--- src/rtl/casc_irq_ctrl.sv ---
`timescale 1ns/1ps
module casc_irq_ctrl #(
  parameter int NSRC   = 32,
  parameter int SLOT_A = 0,
  parameter int SLOT_B = 1
) (
  input  logic                            clk,
  input  logic                            rst,
  input  logic [3*NSRC-1:0]               irq_in,
  input  logic                            reg_we,
  input  logic [1:0]                      reg_bank,
  input  logic [2:0]                      reg_sel,
  input  logic [NSRC-1:0]                 reg_wdata,
  output logic [NSRC-1:0]                 reg_rdata,
  output logic                            irq_o,
  output logic [$clog2(3*NSRC)-1:0]       irq_idx_o
);
  localparam int NB = 3;
  localparam int IW = $clog2(NSRC);
  localparam int GW = $clog2(NB*NSRC);
  localparam logic [2:0] SEL_EN = 3'd0, SEL_RAW = 3'd1, SEL_MSK = 3'd2,
                         SEL_POL = 3'd3, SEL_TYP = 3'd4;
  localparam logic [NSRC-1:0] SLOT_MASK = (NSRC'(1) << SLOT_A) | (NSRC'(1) << SLOT_B);

  logic [NB-1:0][NSRC-1:0] en_q, pol_q, typ_q, lat_q, s1_q, s2_q, s3_q;
  logic [NB-1:0][NSRC-1:0] raw_pre, raw, msk, edge_set, lat_d;
  logic [NB-1:0]           wr_b;
  logic                    casc_a, casc_b;

  function automatic logic [IW-1:0] hi_bit(input logic [NSRC-1:0] v);
    hi_bit = '0;
    for (int i = 0; i < NSRC; i++) if (v[i]) hi_bit = IW'(i);
  endfunction

  always_comb begin
    for (int b = 0; b < NB; b++) begin
      logic [NSRC-1:0] w1c, cfg;
      wr_b[b]     = reg_we && (reg_bank == 2'(b));
      raw_pre[b]  = (typ_q[b] & lat_q[b]) | (~typ_q[b] & ~(s2_q[b] ^ pol_q[b]));
      edge_set[b] = typ_q[b] & ((pol_q[b] & s2_q[b] & ~s3_q[b]) |
                                (~pol_q[b] & ~s2_q[b] & s3_q[b]));
      w1c = (wr_b[b] && reg_sel == SEL_RAW) ? reg_wdata : '0;
      cfg = ((wr_b[b] && reg_sel == SEL_POL) ? (reg_wdata ^ pol_q[b]) : '0) |
            ((wr_b[b] && reg_sel == SEL_TYP) ? (reg_wdata ^ typ_q[b]) : '0);
      lat_d[b] = ((lat_q[b] & ~w1c) | edge_set[b]) & ~cfg;
    end
  end

  assign casc_a = |(raw_pre[1] & en_q[1]);
  assign casc_b = |(raw_pre[2] & en_q[2]);

  always_comb begin
    raw    = raw_pre;
    raw[0] = (raw_pre[0] & ~SLOT_MASK) | ({{(NSRC-1){1'b0}}, casc_a} << SLOT_A)
                                       | ({{(NSRC-1){1'b0}}, casc_b} << SLOT_B);
  end

  assign msk   = raw & en_q;
  assign irq_o = |msk[0];

  always_comb begin
    logic [IW-1:0] top;
    top = hi_bit(msk[0]);
    if (!irq_o)                   irq_idx_o = '0;
    else if (top == IW'(SLOT_A))  irq_idx_o = GW'(NSRC)   + GW'(hi_bit(msk[1]));
    else if (top == IW'(SLOT_B))  irq_idx_o = GW'(2*NSRC) + GW'(hi_bit(msk[2]));
    else                          irq_idx_o = GW'(top);
  end

  always_comb begin
    reg_rdata = '0;
    if (reg_bank < 2'(NB)) begin
      case (reg_sel)
        SEL_EN:  reg_rdata = en_q[reg_bank];
        SEL_RAW: reg_rdata = raw[reg_bank];
        SEL_MSK: reg_rdata = msk[reg_bank];
        SEL_POL: reg_rdata = pol_q[reg_bank];
        SEL_TYP: reg_rdata = typ_q[reg_bank];
        default: reg_rdata = '0;
      endcase
    end
  end

  always_ff @(posedge clk or posedge rst) begin
    if (rst) begin
      en_q  <= '0;
      pol_q <= '1;
      typ_q <= '0;
      lat_q <= '0;
      s1_q  <= '0;
      s2_q  <= '0;
      s3_q  <= '0;
    end else begin
      s1_q  <= irq_in;
      s2_q  <= s1_q;
      s3_q  <= s2_q;
      lat_q <= lat_d;
      for (int b = 0; b < NB; b++) begin
        if (wr_b[b]) begin
          case (reg_sel)
            SEL_EN:  en_q[b]  <= reg_wdata;
            SEL_POL: pol_q[b] <= reg_wdata;
            SEL_TYP: typ_q[b] <= reg_wdata;
            default: ;
          endcase
        end
      end
    end
  end

  for (genvar b = 0; b < NB; b++) begin : g_chk
    a_r5_clear_sticks: assert property (@(posedge clk) disable iff (rst)
      (wr_b[b] && reg_sel == SEL_RAW) |=>
        ((lat_q[b] & $past(reg_wdata) & ~$past(edge_set[b])) == '0));
    a_r9_cfg_clears: assert property (@(posedge clk) disable iff (rst)
      (wr_b[b] && reg_sel == SEL_POL) |=>
        ((lat_q[b] & ($past(reg_wdata) ^ $past(pol_q[b]))) == '0));
    a_r4_edge_only: assert property (@(posedge clk) disable iff (rst)
      1'b1 |=> ((lat_q[b] & ~$past(lat_q[b]) & ~$past(typ_q[b])) == '0));
  end

  a_r8_idle_idx: assert property (@(posedge clk) disable iff (rst)
    !irq_o |-> irq_idx_o == '0);
  a_r7_sub_a_path: assert property (@(posedge clk) disable iff (rst)
    (irq_o && irq_idx_o >= GW'(NSRC) && irq_idx_o < GW'(2*NSRC)) |->
      (en_q[0][SLOT_A] && (|(raw[1] & en_q[1]))));
endmodule

--- config.mk ---
export PLATFORM = sky130hd
export DESIGN_NAME = casc_irq_ctrl
export DESIGN_NICKNAME = d
export VERILOG_FILES = /design/src/rtl/casc_irq_ctrl.sv
export SDC_FILE = /design/constraint.sdc
export NUM_CORES = 2
export LEC_CHECK = 0
export ABC_AREA = 1
export ABC_CLOCK_PERIOD_IN_PS = 28400
export BUFFER_PORTS_ARGS = -buffer_cell sky130_fd_sc_hd__buf_2
export CORE_MARGIN = 2
export CORE_UTILIZATION = 45
export DETAILED_ROUTE_END_ITERATION = 16
export GPL_TIMING_DRIVEN = 0
export SKIP_LAST_GASP = 1
export SLEW_MARGIN = 5
export SYNTH_ARGS = -nofsm -noshare
export SYNTH_HDL_FRONTEND = slang
export SYNTH_SLANG_ARGS = --single-unit
--- constraint.sdc ---
create_clock -name clk -period 28.4 [get_ports clk]
set_input_delay 2.84 -clock clk [delete_from_list [all_inputs] [get_ports clk]]
set_output_delay 2.84 -clock clk [all_outputs]
set_load 0.02 [all_outputs]
==> report_table.html <==
<table>
<tr><th>Metric</th><th>Value</th></tr>
<tr><th colspan="2">Global route</th></tr>
<tr><td>Initial antenna violation count</td><td>7</td></tr>
<tr><td>Total Routing Usage GR</td><td>33.01%</td></tr>
<tr><td>Global-route wire length before repair</td><td>roughly 190,000 µm</td></tr>
<tr><td>Number of global-route vias before repair</td><td>28,810</td></tr>
<tr><td>Pin count of the biggest net entering global routing</td><td>approximately 120</td></tr>
<tr><td>Total congestion overflow after global routing</td><td>0</td></tr>
<tr><th colspan="2">Timing</th></tr>
<tr><td>Worst relative slew slack</td><td>-13.41%</td></tr>
<tr><td>Part of the cycle the worst path needs</td><td>between 30% and 40%</td></tr>
<tr><td>Setup repair after global routing missed its margin</td><td>no</td></tr>
<tr><td>Total negative setup slack</td><td>0 ns</td></tr>
<tr><td>Largest clock skew in the final design</td><td>0.02401 ns</td></tr>
<tr><td>Pin slew with the least headroom to its limit</td><td>1.701 ns</td></tr>
<tr><td>Worst setup slack after layout</td><td>17.96 ns</td></tr>
<tr><td>Setup-violating endpoint count in the final report</td><td>0</td></tr>
<tr><td>Count of pins over their slew limit</td><td>21</td></tr>
<tr><td>Final hold viol count</td><td>0</td></tr>
<tr><td>Final min period</td><td>around 10 ns</td></tr>
<tr><td>Upper clock frequency limit</td><td>between 90 and 100 MHz</td></tr>
<tr><th colspan="2">Floorplanning</th></tr>
<tr><td>Placeable core region</td><td>between 70,000 and 80,000 µm²</td></tr>
<tr><td>Overall die area</td><td>slightly below 80,000 µm²</td></tr>
<tr><td>Die Width</td><td>approximately 280 µm</td></tr>
<tr><td>Initial Utilization</td><td>between 40% and 50%</td></tr>
<tr><td>Vert. Die Dim</td><td>approximately 280 µm</td></tr>
<tr><td>Placement row count</td><td>a little over 100</td></tr>
<tr><td>Number of I/O pins</td><td>176</td></tr>
<tr><th colspan="2">Route</th></tr>
<tr><td>Final ANT Viol Nets</td><td>0</td></tr>
<tr><td>Detailed Route Iter0 Violations</td><td>3,982</td></tr>
<tr><td>DRC</td><td>0</td></tr>
<tr><td>Initial DRT Pass Iterations</td><td>8</td></tr>
<tr><td>Detail-routed via count per cell</td><td>between 5 and 6</td></tr>
<tr><td>Final wirelength</td><td>130,400 µm</td></tr>
<tr><td>Count of vias placed by the detailed router</td><td>~30,000</td></tr>
<tr><td>Detail-routed net length per standard cell</td><td>24.54 µm</td></tr>
<tr><th colspan="2">Logic synthesis</th></tr>
<tr><td>Synth Net Count</td><td>between 4,000 and 5,000</td></tr>
<tr><td>Post-synthesis register bit count</td><td>about 660</td></tr>
<tr><td>EDFF count, synth</td><td>0</td></tr>
<tr><td>Biggest area contributors in the synthesized netlist</td><td>sky130_fd_sc_hd__dfrtp_1 41%, sky130_fd_sc_hd__nand2_1 9.2%, sky130_fd_sc_hd__dfstp_2 7.4%</td></tr>
<tr><td>Post-Syn Area per Cell</td><td>8.526 µm²</td></tr>
<tr><td>Share of synthesized area occupied by flip-flops and latches</td><td>approximately half</td></tr>
<tr><td>Fraction of synthesized cell area taken by the top area cell type</td><td>41.50%</td></tr>
<tr><td>Gate count after technology mapping</td><td>between 4,000 and 5,000</td></tr>
<tr><td>Number of different library cells in the post-synthesis netlist</td><td>49</td></tr>
<tr><td>Share of flip-flops with an asynchronous set or reset after synthesis</td><td>100.0%</td></tr>
<tr><td>Post-synth top area cell</td><td>sky130_fd_sc_hd__dfrtp_1</td></tr>
<tr><td>Synth Flop Type</td><td>sky130_fd_sc_hd__dfrtp_1</td></tr>
<tr><td>Netlist Area Pre-Place</td><td>34,250 µm²</td></tr>
<tr><td>Count of synthesis-stage warnings from yosys</td><td>0</td></tr>
<tr><th colspan="2">Critical path</th></tr>
<tr><td>Critical path launch point type</td><td>input pin</td></tr>
<tr><td>CP Class</td><td>input pin to output port</td></tr>
<tr><td>Worst Setup End Kind</td><td>output port</td></tr>
<tr><td>Crit-path max FO</td><td>10</td></tr>
<tr><td>Largest delay contributor family on the critical path</td><td>buffers and inverters</td></tr>
<tr><td>CP max stage delay</td><td>~1.1 ns</td></tr>
<tr><td>Crit path DAT</td><td>about 7.6 ns</td></tr>
<tr><td>Worst reg2reg startpoint</td><td>pol_q[92]</td></tr>
<tr><td>Critical path buffers and inverters</td><td>5</td></tr>
<tr><td>Worst path cell trace</td><td>buf_2, inv_1, nor3_1, inv_1, a21oi_2, clkbuf_1, o2111ai_1, nand2_1, a221oi_1, o41ai_1, buf_2</td></tr>
<tr><td>Critical path required time</td><td>25.56 ns</td></tr>
<tr><td>Crit. Startpoint</td><td>reg_sel[0]</td></tr>
<tr><td>Cell with the largest stage delay on the worst path</td><td>sky130_fd_sc_hd__nor3_1</td></tr>
<tr><th colspan="2">Status</th></tr>
<tr><td>Failing checks</td><td>capacitance limit, slew limit</td></tr>
<tr><td>Run status</td><td>complete, but fails checks</td></tr>
<tr><th colspan="2">Min path</th></tr>
<tr><td>HP Class</td><td>register to register</td></tr>
<tr><td>Worst hold path startpoint</td><td>s1_q[59]</td></tr>
<tr><th colspan="2">CTS</th></tr>
<tr><td>PostCTS Resize Cnt</td><td>0</td></tr>
<tr><td>Buffers inserted during post-CTS setup optimization</td><td>0</td></tr>
<tr><td>Master cell of the clock root buffer</td><td>sky130_fd_sc_hd__clkbuf_16</td></tr>
<tr><td>Clock buffer count from CTS</td><td>76</td></tr>
<tr><td>Number of hold buffers added after cts</td><td>0</td></tr>
<tr><td>Buffer depth of the longest clock path</td><td>3</td></tr>
<tr><td>TritonCTS clock tree</td><td>done</td></tr>
<tr><td>Clock latency reported for the late side of the worst-skew pair</td><td>approximately 0.65 ns</td></tr>
<tr><td># H-tree levels</td><td>3</td></tr>
<tr><td>Clock Sinks</td><td>664</td></tr>
<tr><td>Clock transition at the register clock pins on the worst setup and hold paths after CTS</td><td>~0.060 ns</td></tr>
<tr><th colspan="2">Power and ir drop</th></tr>
<tr><td>Post-layout total power</td><td>about 2.8 mW</td></tr>
<tr><td>Clock network fraction of design power</td><td>between 30% and 40%</td></tr>
<tr><td>Internal power</td><td>~1.8 mW</td></tr>
<tr><td>Switching part of the total power</td><td>around a third</td></tr>
<tr><td>Sw Pwr</td><td>922.3 µW</td></tr>
<tr><td>Peak supply drop</td><td>49.63 µV</td></tr>
<tr><td>Part of the total power dissipated in sequential elements</td><td>about 43%</td></tr>
<tr><td>Total power per unit cell area</td><td>between 70 and 80 nW/µm²</td></tr>
<tr><td>Comb pwr share</td><td>slightly above 20%</td></tr>
<tr><td>Static leakage</td><td>18.58 nW</td></tr>
<tr><th colspan="2">Placement</th></tr>
<tr><td>Placed cell areas</td><td>between 30,000 and 40,000 µm²</td></tr>
<tr><td>Routability congestion estimate</td><td>between 1 and 1.5</td></tr>
<tr><td>Final HPWL DP</td><td>a little over 90,000 µm</td></tr>
<tr><td>IO buf count</td><td>169</td></tr>
<tr><td>Worst slack after detailed placement</td><td>approximately 18 ns</td></tr>
<tr><td># placed instances</td><td>~5,200</td></tr>
<tr><th colspan="2">Finish</th></tr>
<tr><td>Most common library cell in the layout ignoring fill and taps</td><td>sky130_fd_sc_hd__nand2_1</td></tr>
<tr><td>Post-layout nets</td><td>~4,600</td></tr>
<tr><td>Count of placed standard cells in the final layout, fillers left out</td><td>between 5,000 and 6,000</td></tr>
<tr><td>Layout Area Growth over Synthesis</td><td>13.95%</td></tr>
<tr><td>Layout filler cell count</td><td>between 7,000 and 8,000</td></tr>
<tr><td>Layout Cell Area excl Fill</td><td>around 39,000 µm²</td></tr>
<tr><td>Most used cells in the layout excluding fill and tap cells</td><td>841 x sky130_fd_sc_hd__nand2_1, 568 x sky130_fd_sc_hd__dfrtp_1, 474 x sky130_fd_sc_hd__inv_1</td></tr>
<tr><td>Share of layout cells above drive strength 1</td><td>11.59%</td></tr>
<tr><th colspan="2">Job</th></tr>
<tr><td>Number of maximum-capacitance violations</td><td>2</td></tr>
</table>
flip-flops by register name (all words and copies together), names as in the netlist:
name	count
s2_q	94
s1_q	94
typ_q	96
lat_q	94
en_q	96
s3_q	94
pol_q	96
cell usage after synthesis (4+ instances only):
| master | n |
|---|---|
| sky130_fd_sc_hd__o311ai_1 | 4 |
| sky130_fd_sc_hd__o31ai_1 | 113 |
| sky130_fd_sc_hd__a22oi_1 | 120 |
| sky130_fd_sc_hd__buf_1 | 9 |
| sky130_fd_sc_hd__o21ai_1 | 78 |
| sky130_fd_sc_hd__inv_2 | 12 |
| sky130_fd_sc_hd__ha_1 | 188 |
| sky130_fd_sc_hd__o21ai_2 | 30 |
| sky130_fd_sc_hd__a221o_1 | 21 |
| sky130_fd_sc_hd__a21oi_1 | 215 |
| sky130_fd_sc_hd__o2111ai_1 | 11 |
| sky130_fd_sc_hd__nand2_4 | 11 |
| sky130_fd_sc_hd__clkbuf_1 | 183 |
| sky130_fd_sc_hd__dfstp_2 | 96 |
| sky130_fd_sc_hd__o21ai_0 | 268 |
| sky130_fd_sc_hd__nor2_2 | 9 |
| sky130_fd_sc_hd__o221ai_1 | 18 |
| sky130_fd_sc_hd__o211ai_1 | 12 |
| sky130_fd_sc_hd__nand3_1 | 58 |
| sky130_fd_sc_hd__a21boi_1 | 6 |
| sky130_fd_sc_hd__inv_1 | 475 |
| sky130_fd_sc_hd__or4_1 | 14 |
| sky130_fd_sc_hd__a221oi_1 | 8 |
| sky130_fd_sc_hd__nand2_1 | 841 |
| sky130_fd_sc_hd__a31oi_1 | 10 |
| sky130_fd_sc_hd__nand2_2 | 39 |
| sky130_fd_sc_hd__a211oi_1 | 94 |
| sky130_fd_sc_hd__nand3_2 | 4 |
| sky130_fd_sc_hd__o22ai_1 | 123 |
| sky130_fd_sc_hd__dfrtp_1 | 568 |
| sky130_fd_sc_hd__nor3_1 | 11 |
| sky130_fd_sc_hd__nor2_1 | 344 |
power groups by stage:
stage               registers [mW]  clock network (mW)  logic [mW]
floorplan                     1.18                   0       0.376
global placement              1.21                   0       0.544
detailed placement            1.21                   0       0.553
CTS                           1.19                1.02       0.556
global route                  1.21                1.05       0.629
finish                        1.20                1.00       0.568
per-stage QoR:
stage / hold WS (ns) / util (%)
2_1_floorplan: 0.3312 / -
3_3_place_gp: 0.3314 / 47.98
3_5_place_dp: 0.3347 / 48.25
4_1_cts: 0.3451 / 51.55
5_1_grt: 0.3477 / 51.55
6_report: 0.3429 / 51.56
worst paths after layout:
check / to / slack, ns / cells past startpoint
max: reg_rdata[28] / 17.96 / 11
min: s2_q[59] / 0.34 / 0
max reg2reg: lat_q[92] / 26.99 / 6
min reg2reg: s2_q[59] / 0.34 / 0
max in group asynchronous: s1_q[18] / 24.61 / 4
min in group asynchronous: s1_q[60] / 2.24 / 2
cell families (layout without fill, tap and decap cells):
logic type      after synthesis  count (layout)  synth area share, %
fa+ha+maj                   188             188                6.868
buf+inv                     680             996                7.452
other cells                   0               2                    0
compound gates             1144            1144                20.94
simple gates               1341            1341                15.88
flops                       664             664                48.86
routing by layer:
metal  wire length [µm]  share of wire, %  track usage, %
met1              54350                42           45.64
met2              54760                42           48.48
met5                 55             0.042          0.2502
met3              13850                11           7.781
met4               7379               5.7           16.41
cell type report:
| type | count | area (µm²) | area share, % |
|---|---|---|---|
| clock inverters | 22 | 224.0 | 0.5738 |
| multi-input cells | 2673 | 14980 | 38.38 |
| inverters | 488 | 1839 | 4.712 |
| repair buffers | 177 | 1026 | 2.629 |
| plain buffers | 192 | 723.2 | 1.853 |
| diodes | 2 | 5.005 | 0.01282 |
| flip-flops and latches | 664 | 16740 | 42.88 |
| clock buffers | 117 | 2272 | 5.822 |
| well taps | 978 | 1224 | 3.135 |
(Power assumes the default switching activity.)
